File: src/rtl/spi_ee_pkg.sv
package spi_ee_pkg;
  typedef enum logic [1:0] {
    REQ_STATUS = 2'd0,
    REQ_WREN   = 2'd1,
    REQ_WRITE  = 2'd2,
    REQ_READ   = 2'd3
  } req_e;

  typedef enum logic [1:0] {
    FR_RDSR,
    FR_WREN,
    FR_WRITE,
    FR_READ
  } frame_e;

  localparam logic [7:0] OP_WRITE = 8'h02;
  localparam logic [7:0] OP_READ  = 8'h03;
  localparam logic [7:0] OP_RDSR  = 8'h05;
  localparam logic [7:0] OP_WREN  = 8'h06;

  function automatic logic [1:0] frame_last(frame_e f);
    case (f)
      FR_RDSR: return 2'd1;
      FR_WREN: return 2'd0;
      default: return 2'd3;
    endcase
  endfunction
endpackage

File: src/rtl/spi_ee_tick.sv
module spi_ee_tick #(
  parameter int HALF = 4
) (
  input  logic clk,
  input  logic rst_n,
  input  logic en,
  output logic tick
);
  localparam int CW = (HALF > 1) ? $clog2(HALF) : 1;
  logic [CW-1:0] cnt;

  assign tick = en && (cnt == CW'(HALF - 1));

  always_ff @(posedge clk or negedge rst_n) begin
    if (!rst_n)      cnt <= '0;
    else if (!en)    cnt <= '0;
    else if (tick)   cnt <= '0;
    else             cnt <= cnt + 1'b1;
  end
endmodule

File: src/rtl/spi_ee_shift.sv
module spi_ee_shift #(
  parameter int W = 8
) (
  input  logic         clk,
  input  logic         rst_n,
  input  logic         start,
  input  logic [W-1:0] tx_byte,
  input  logic         tick,
  input  logic         miso,
  output logic         active,
  output logic         done,
  output logic [W-1:0] rx_byte,
  output logic         sclk,
  output logic         mosi
);
  localparam int CW = $clog2(W);
  logic [W-1:0]  txs, rxs;
  logic [CW-1:0] bitn;

  assign rx_byte = rxs;
  assign mosi    = txs[W-1];

  always_ff @(posedge clk or negedge rst_n) begin
    if (!rst_n) begin
      txs <= '0; rxs <= '0; bitn <= '0;
      sclk <= 1'b0; active <= 1'b0; done <= 1'b0;
    end else begin
      done <= 1'b0;
      if (start) begin
        active <= 1'b1;
        txs    <= tx_byte;
        bitn   <= '0;
        sclk   <= 1'b0;
      end else if (active && tick) begin
        if (!sclk) begin
          sclk <= 1'b1;
          rxs  <= {rxs[W-2:0], miso};
        end else begin
          sclk <= 1'b0;
          if (bitn == CW'(W - 1)) begin
            active <= 1'b0;
            done   <= 1'b1;
          end else begin
            bitn <= bitn + 1'b1;
            txs  <= {txs[W-2:0], 1'b0};
          end
        end
      end
    end
  end
endmodule

File: src/rtl/spi_ee_fsm.sv
module spi_ee_fsm
  import spi_ee_pkg::*;
#(
  parameter int HALF = 4
) (
  input  logic        clk,
  input  logic        rst_n,
  input  logic        req_valid,
  output logic        req_ready,
  input  logic [1:0]  req_cmd,
  input  logic [15:0] req_addr,
  input  logic [7:0]  req_wdata,
  input  logic        sh_done,
  input  logic [7:0]  sh_rx,
  output logic        sh_start,
  output logic [7:0]  sh_tx,
  output logic        cs_n,
  output logic        done,
  output logic [7:0]  rd_data
);
  localparam int GAP = 2 * HALF;
  localparam int GW  = $clog2(GAP + 1);

  typedef enum logic [1:0] {ST_IDLE, ST_XFER, ST_GAP} st_e;
  st_e           st;
  frame_e        frame, nxt_frame;
  logic          nxt_valid;
  req_e          op;
  logic [1:0]    idx;
  logic [15:0]   addr;
  logic [7:0]    wdata;
  logic [GW-1:0] gap_cnt;

  function automatic logic [7:0] byte_at(frame_e f, logic [1:0] i,
                                         logic [15:0] a, logic [7:0] d);
    case (f)
      FR_RDSR: return (i == 2'd0) ? OP_RDSR : 8'h00;
      FR_WREN: return OP_WREN;
      FR_WRITE:
        case (i)
          2'd0:    return OP_WRITE;
          2'd1:    return a[15:8];
          2'd2:    return a[7:0];
          default: return d;
        endcase
      default:
        case (i)
          2'd0:    return OP_READ;
          2'd1:    return a[15:8];
          2'd2:    return a[7:0];
          default: return 8'h00;
        endcase
    endcase
  endfunction

  function automatic frame_e first_frame(req_e r);
    case (r)
      REQ_WREN: return FR_WREN;
      REQ_READ: return FR_READ;
      default:  return FR_RDSR;
    endcase
  endfunction

  assign req_ready = (st == ST_IDLE);

  always_ff @(posedge clk or negedge rst_n) begin
    if (!rst_n) begin
      st <= ST_IDLE; frame <= FR_RDSR; nxt_frame <= FR_RDSR; nxt_valid <= 1'b0;
      op <= REQ_STATUS; idx <= '0; addr <= '0; wdata <= '0; gap_cnt <= '0;
      sh_start <= 1'b0; sh_tx <= '0; cs_n <= 1'b1; done <= 1'b0; rd_data <= '0;
    end else begin
      sh_start <= 1'b0;
      done     <= 1'b0;
      case (st)
        ST_IDLE: if (req_valid) begin
          op       <= req_e'(req_cmd);
          addr     <= req_addr;
          wdata    <= req_wdata;
          frame    <= first_frame(req_e'(req_cmd));
          idx      <= '0;
          cs_n     <= 1'b0;
          sh_start <= 1'b1;
          sh_tx    <= byte_at(first_frame(req_e'(req_cmd)), 2'd0, req_addr, req_wdata);
          st       <= ST_XFER;
        end
        ST_XFER: if (sh_done) begin
          if (idx == frame_last(frame)) begin
            cs_n    <= 1'b1;
            gap_cnt <= '0;
            st      <= ST_GAP;
            case (frame)
              FR_RDSR:
                if (op == REQ_WRITE) begin
                  nxt_valid <= 1'b1;
                  nxt_frame <= sh_rx[0] ? FR_RDSR : FR_WREN;
                end else begin
                  done    <= 1'b1;
                  rd_data <= sh_rx;
                end
              FR_WREN:
                if (op == REQ_WRITE) begin
                  nxt_valid <= 1'b1;
                  nxt_frame <= FR_WRITE;
                end else begin
                  done <= 1'b1;
                end
              FR_WRITE: done <= 1'b1;
              default: begin
                done    <= 1'b1;
                rd_data <= sh_rx;
              end
            endcase
          end else begin
            idx      <= idx + 1'b1;
            sh_start <= 1'b1;
            sh_tx    <= byte_at(frame, idx + 1'b1, addr, wdata);
          end
        end
        default: begin
          if (gap_cnt == GW'(GAP - 1)) begin
            if (nxt_valid) begin
              nxt_valid <= 1'b0;
              frame     <= nxt_frame;
              idx       <= '0;
              cs_n      <= 1'b0;
              sh_start  <= 1'b1;
              sh_tx     <= byte_at(nxt_frame, 2'd0, addr, wdata);
              st        <= ST_XFER;
            end else begin
              st <= ST_IDLE;
            end
          end else begin
            gap_cnt <= gap_cnt + 1'b1;
          end
        end
      endcase
    end
  end
endmodule

File: src/rtl/spi_ee_seq.sv
module spi_ee_seq #(
  parameter int SCLK_HALF = 4
) (
  input  logic        clk,
  input  logic        rst_n,
  input  logic        req_valid,
  output logic        req_ready,
  input  logic [1:0]  req_cmd,
  input  logic [15:0] req_addr,
  input  logic [7:0]  req_wdata,
  output logic        done,
  output logic [7:0]  rd_data,
  output logic        ee_cs_n,
  output logic        ee_sclk,
  output logic        ee_mosi,
  input  logic        ee_miso
);
  logic       sh_start, sh_done, sh_active, tick;
  logic [7:0] sh_tx, sh_rx;

  spi_ee_tick #(.HALF(SCLK_HALF)) u_tick (
    .clk(clk), .rst_n(rst_n), .en(sh_active), .tick(tick)
  );

  spi_ee_shift #(.W(8)) u_shift (
    .clk(clk), .rst_n(rst_n), .start(sh_start), .tx_byte(sh_tx), .tick(tick),
    .miso(ee_miso), .active(sh_active), .done(sh_done), .rx_byte(sh_rx),
    .sclk(ee_sclk), .mosi(ee_mosi)
  );

  spi_ee_fsm #(.HALF(SCLK_HALF)) u_fsm (
    .clk(clk), .rst_n(rst_n), .req_valid(req_valid), .req_ready(req_ready),
    .req_cmd(req_cmd), .req_addr(req_addr), .req_wdata(req_wdata),
    .sh_done(sh_done), .sh_rx(sh_rx), .sh_start(sh_start), .sh_tx(sh_tx),
    .cs_n(ee_cs_n), .done(done), .rd_data(rd_data)
  );
endmodule

File: config.mk
export PLATFORM = sky130hd
export DESIGN_NAME = spi_ee_seq
export DESIGN_NICKNAME = d
export VERILOG_FILES = /design/src/rtl/spi_ee_pkg.sv /design/src/rtl/spi_ee_tick.sv /design/src/rtl/spi_ee_shift.sv /design/src/rtl/spi_ee_fsm.sv /design/src/rtl/spi_ee_seq.sv
export SDC_FILE = /design/constraint.sdc
export NUM_CORES = 1
export LEC_CHECK = 0
export ABC_CLOCK_PERIOD_IN_PS = 1850
export CORE_ASPECT_RATIO = 1.5
export CORE_UTILIZATION = 49
export CTS_CLUSTER_DIAMETER = 200
export CTS_CLUSTER_SIZE = 30
export DETAILED_ROUTE_END_ITERATION = 16
export PLACE_DENSITY = 0.85
export SYNTH_ARGS = -nofsm -noshare
export SYNTH_HDL_FRONTEND = slang
export SYNTH_SLANG_ARGS = --single-unit
export TNS_END_PERCENT = 100
File: constraint.sdc
create_clock -name clk -period 1.85 [get_ports clk]
set_clock_uncertainty 0.05 [all_clocks]
set_input_delay 0.37 -clock clk [delete_from_list [all_inputs] [get_ports clk]]
set_output_delay 0.37 -clock clk [all_outputs]
set_load 0.02 [all_outputs]
==> results_dict.tcl <==
set metrics [dict create \
    setup.worst_path.class "reg2reg" \
    vias_per_cell 5.52 \
    grt_max_degree 36 \
    first_global_vias 2875 \
    violations "setup timing" \
    numClockSinks 82 \
    synth-edff-count 0 \
    rsz0062_at_grt "true" \
    max_clock_freq_mhz 521 \
    initial_utilization_pct 50.6 \
    clockRootBuffer "clkbuf_16" \
    wl_mm 8.35 \
    grt_overflow 0 \
    min_period_over_period_pct 104 \
    area_delta_synth_final_pct 30.5 \
    numCtsBuffers 9 \
    final_common_cell "dfrtp_1" \
    dieArea_um2 8220 \
    p_total_mw 3.83 \
    drtAntennaViolNets 0 \
    finalSetupViolCount 19 \
    clk_path_buf_depth 2 \
    worst_hold_path_type "reg2reg" \
    drc 0 \
    cap_violations 0 \
    worst_pin_slew_ns 0.461 \
    ys_ff_latch 82 \
    core_um2 7610 \
    p_leak_nw 2.34 \
    min_period_ns 1.92 \
    synth_warnings 0 \
    avgSynthCellArea_um2 12.5 \
    fp-row-count 39 \
    drv_slew 0 \
    hpwl_mm 5.61 \
    synth_cell_type_count 54 \
    synthArstFlopShare_pct 100 \
    syn-instance-count 308 \
    drt_iter0_drc 139 \
    max_stage_delay_ns 0.36 \
    grt_usage_pct 21.9 \
    numPlacedInstances 467 \
    die_y_um 111 \
    arrival_ns 2.09 \
    clock_latency_ns 0.34 \
    final_hold_viol_count 0 \
    crit_chain "inv_2, buf_4, ha_4, xnor2_4, o31ai_4, buf_12, o21ai_2, mux2_4" \
    setup_ws_ns -0.0695 \
    whs_ns 0.392 \
    pre_cts_ws_ns -0.162 \
    cts_max_level 3 \
    critical_path.max_fanout 6 \
    antenna_found_initial 0 \
    final_cell_mix "dfrtp_1 (80), mux2_2 (42), clkdlybuf4s50_1 (38)" \
    cp-start-kind "flop" \
    syn-num-nets 353 \
    fp.dieW_um 74.4 \
    cp-end-kind "flop" \
    yosysSeqAreaShare_pct 53.3 \
    tritoncts "done" \
    outcome "finished with violations" \
    pwr_density_cell_nw_per_um2 763 \
    drive_above_1_share_pct 31.6 \
    grt_pass1_wl_mm 13.4 \
    io_pins 43 \
    port-buffer-count 42 \
    clk_pin_slew_ns 0.06 \
    vias 2710 \
    synthFlopType "dfrtp_1" \
    fin_nets 429 \
    syn_area_um2 3850 \
    worstPathRequired_ns 2.02 \
    stdcell_count 491 \
    firstDrtPassIters 4 \
    gp_congestion 0.811 \
    antenna_cells 0 \
    ir_drop_uv 623 \
    slew_headroom_pct 69.3 \
    routedWlPerCell_um 17.0 \
    slowest_stage "dfrtp_1" \
]
[metal layers]
layer	up-vias	wire [um]	GRT usage [%]
met5	-	0	0
met2	62	4480	36.0
met4	0	359	13.6
li1	1260	-	-
met3	30	242	4.84
met1	1358	3270	25.0
[power by group]
part	switching [mW]	internal, mW
Combinational	0.0676	0.105
Clock	0.713	1.09
Sequential	0.0263	1.83
[critical path, delay by kind of cell (launching register included)]
kind | cells | cell delay [ns]
fa+ha+maj | 1 | 0.17
xor+xnor | 1 | 0.15
compound gates | 2 | 0.39
mux | 1 | 0.34
buf+inv | 3 | 0.35
flops | 1 | 0.36
[Yosys cell counts (2+ instances only)]
master | n | area (um2)
a21o_1 | 2 | 15.0
a21oi_1 | 7 | 35.0
a221oi_1 | 3 | 26.3
a22oi_1 | 6 | 45.0
a2bb2oi_1 | 5 | 43.8
a31oi_1 | 3 | 18.8
buf_2 | 3 | 15.0
buf_6 | 2 | 22.5
clkbuf_1 | 6 | 22.5
dfrtp_1 | 81 | 2030
ha_1 | 15 | 188
inv_1 | 13 | 48.8
mux2_2 | 44 | 495
mux2_4 | 6 | 90.1
mux2i_1 | 12 | 120
nand2_1 | 19 | 71.3
nand2b_1 | 4 | 25.0
nand3_1 | 3 | 15.0
nor2_1 | 13 | 48.8
nor2b_1 | 5 | 31.3
nor3_1 | 2 | 10.0
nor3b_1 | 2 | 15.0
o211ai_1 | 3 | 22.5
o21ai_0 | 16 | 80.1
o311ai_0 | 2 | 17.5
o31ai_1 | 2 | 15.0
xor2_1 | 2 | 17.5
[timing repair]
item | 4_1_cts | 5_1_grt
gates resized for setup | 7 | 10
hold endpoints to repair | 32 | 0
setup buffers | 2 | 4
cloned | 0 | 1
endpoints found under the setup margin | 28 | 24
pin swaps | 3 | 3
hold buffers | 1 | 0
[state kept, by name, indices dropped and copies added, names as in the netlist, 3 cells and up]
name / count
u_fsm.addr: 16
u_fsm.gap_cnt: 4
u_fsm.rd_data: 8
u_fsm.sh_tx: 8
u_fsm.wdata: 8
u_shift.bitn: 3
u_shift.rx_byte: 8
u_shift.txs: 8
[cell families after synthesis]
logic type      Yosys count  share of synthesized area, %
compound gates           62                          11.6
xor+xnor                  3                         0.683
fa+ha+maj                15                          4.88
buf+inv                  25                          2.93
flops                    82                          53.3
mux                      62                          18.3
simple gates             59                          8.19
[cell type report]
class	count	area, um2
clock buffers	11	243
clock inverters	5	61.3
well taps	102	128
flip-flops and latches	82	2050
multi-input cells	202	1780
inverters	13	48.8
fillers	546	2590
repair buffers	76	712
[worst paths after layout]
check,endpoint,slack [ns],cells past startpoint,start
worst max register to register,u_fsm.sh_tx[3],-0.07,8,u_fsm.frame[1]
worst min register to register,u_tick.cnt[0],0.39,1,u_tick.cnt[0]
worst max-delay path,u_fsm.sh_tx[3],-0.07,8,u_fsm.frame[1]
max in group asynchronous,u_fsm.sh_tx[2],0.65,3,rst_n
worst min-delay path,u_tick.cnt[0],0.39,1,u_tick.cnt[0]
min in group asynchronous,u_fsm.nxt_valid,0.48,2,rst_n
[stage by stage]
step	util (%)	cell area, um2	setup TNS, ns
floorplan	-	3880	-0.899
global placement	60.2	4580	-4.63
detailed placement	60.2	4580	-6.12
CTS	64.7	4920	-0.454
global route	66.0	5020	-1.73
finish	66.0	5020	-0.812
No activity file was read; power rests on OpenSTA's default activity.
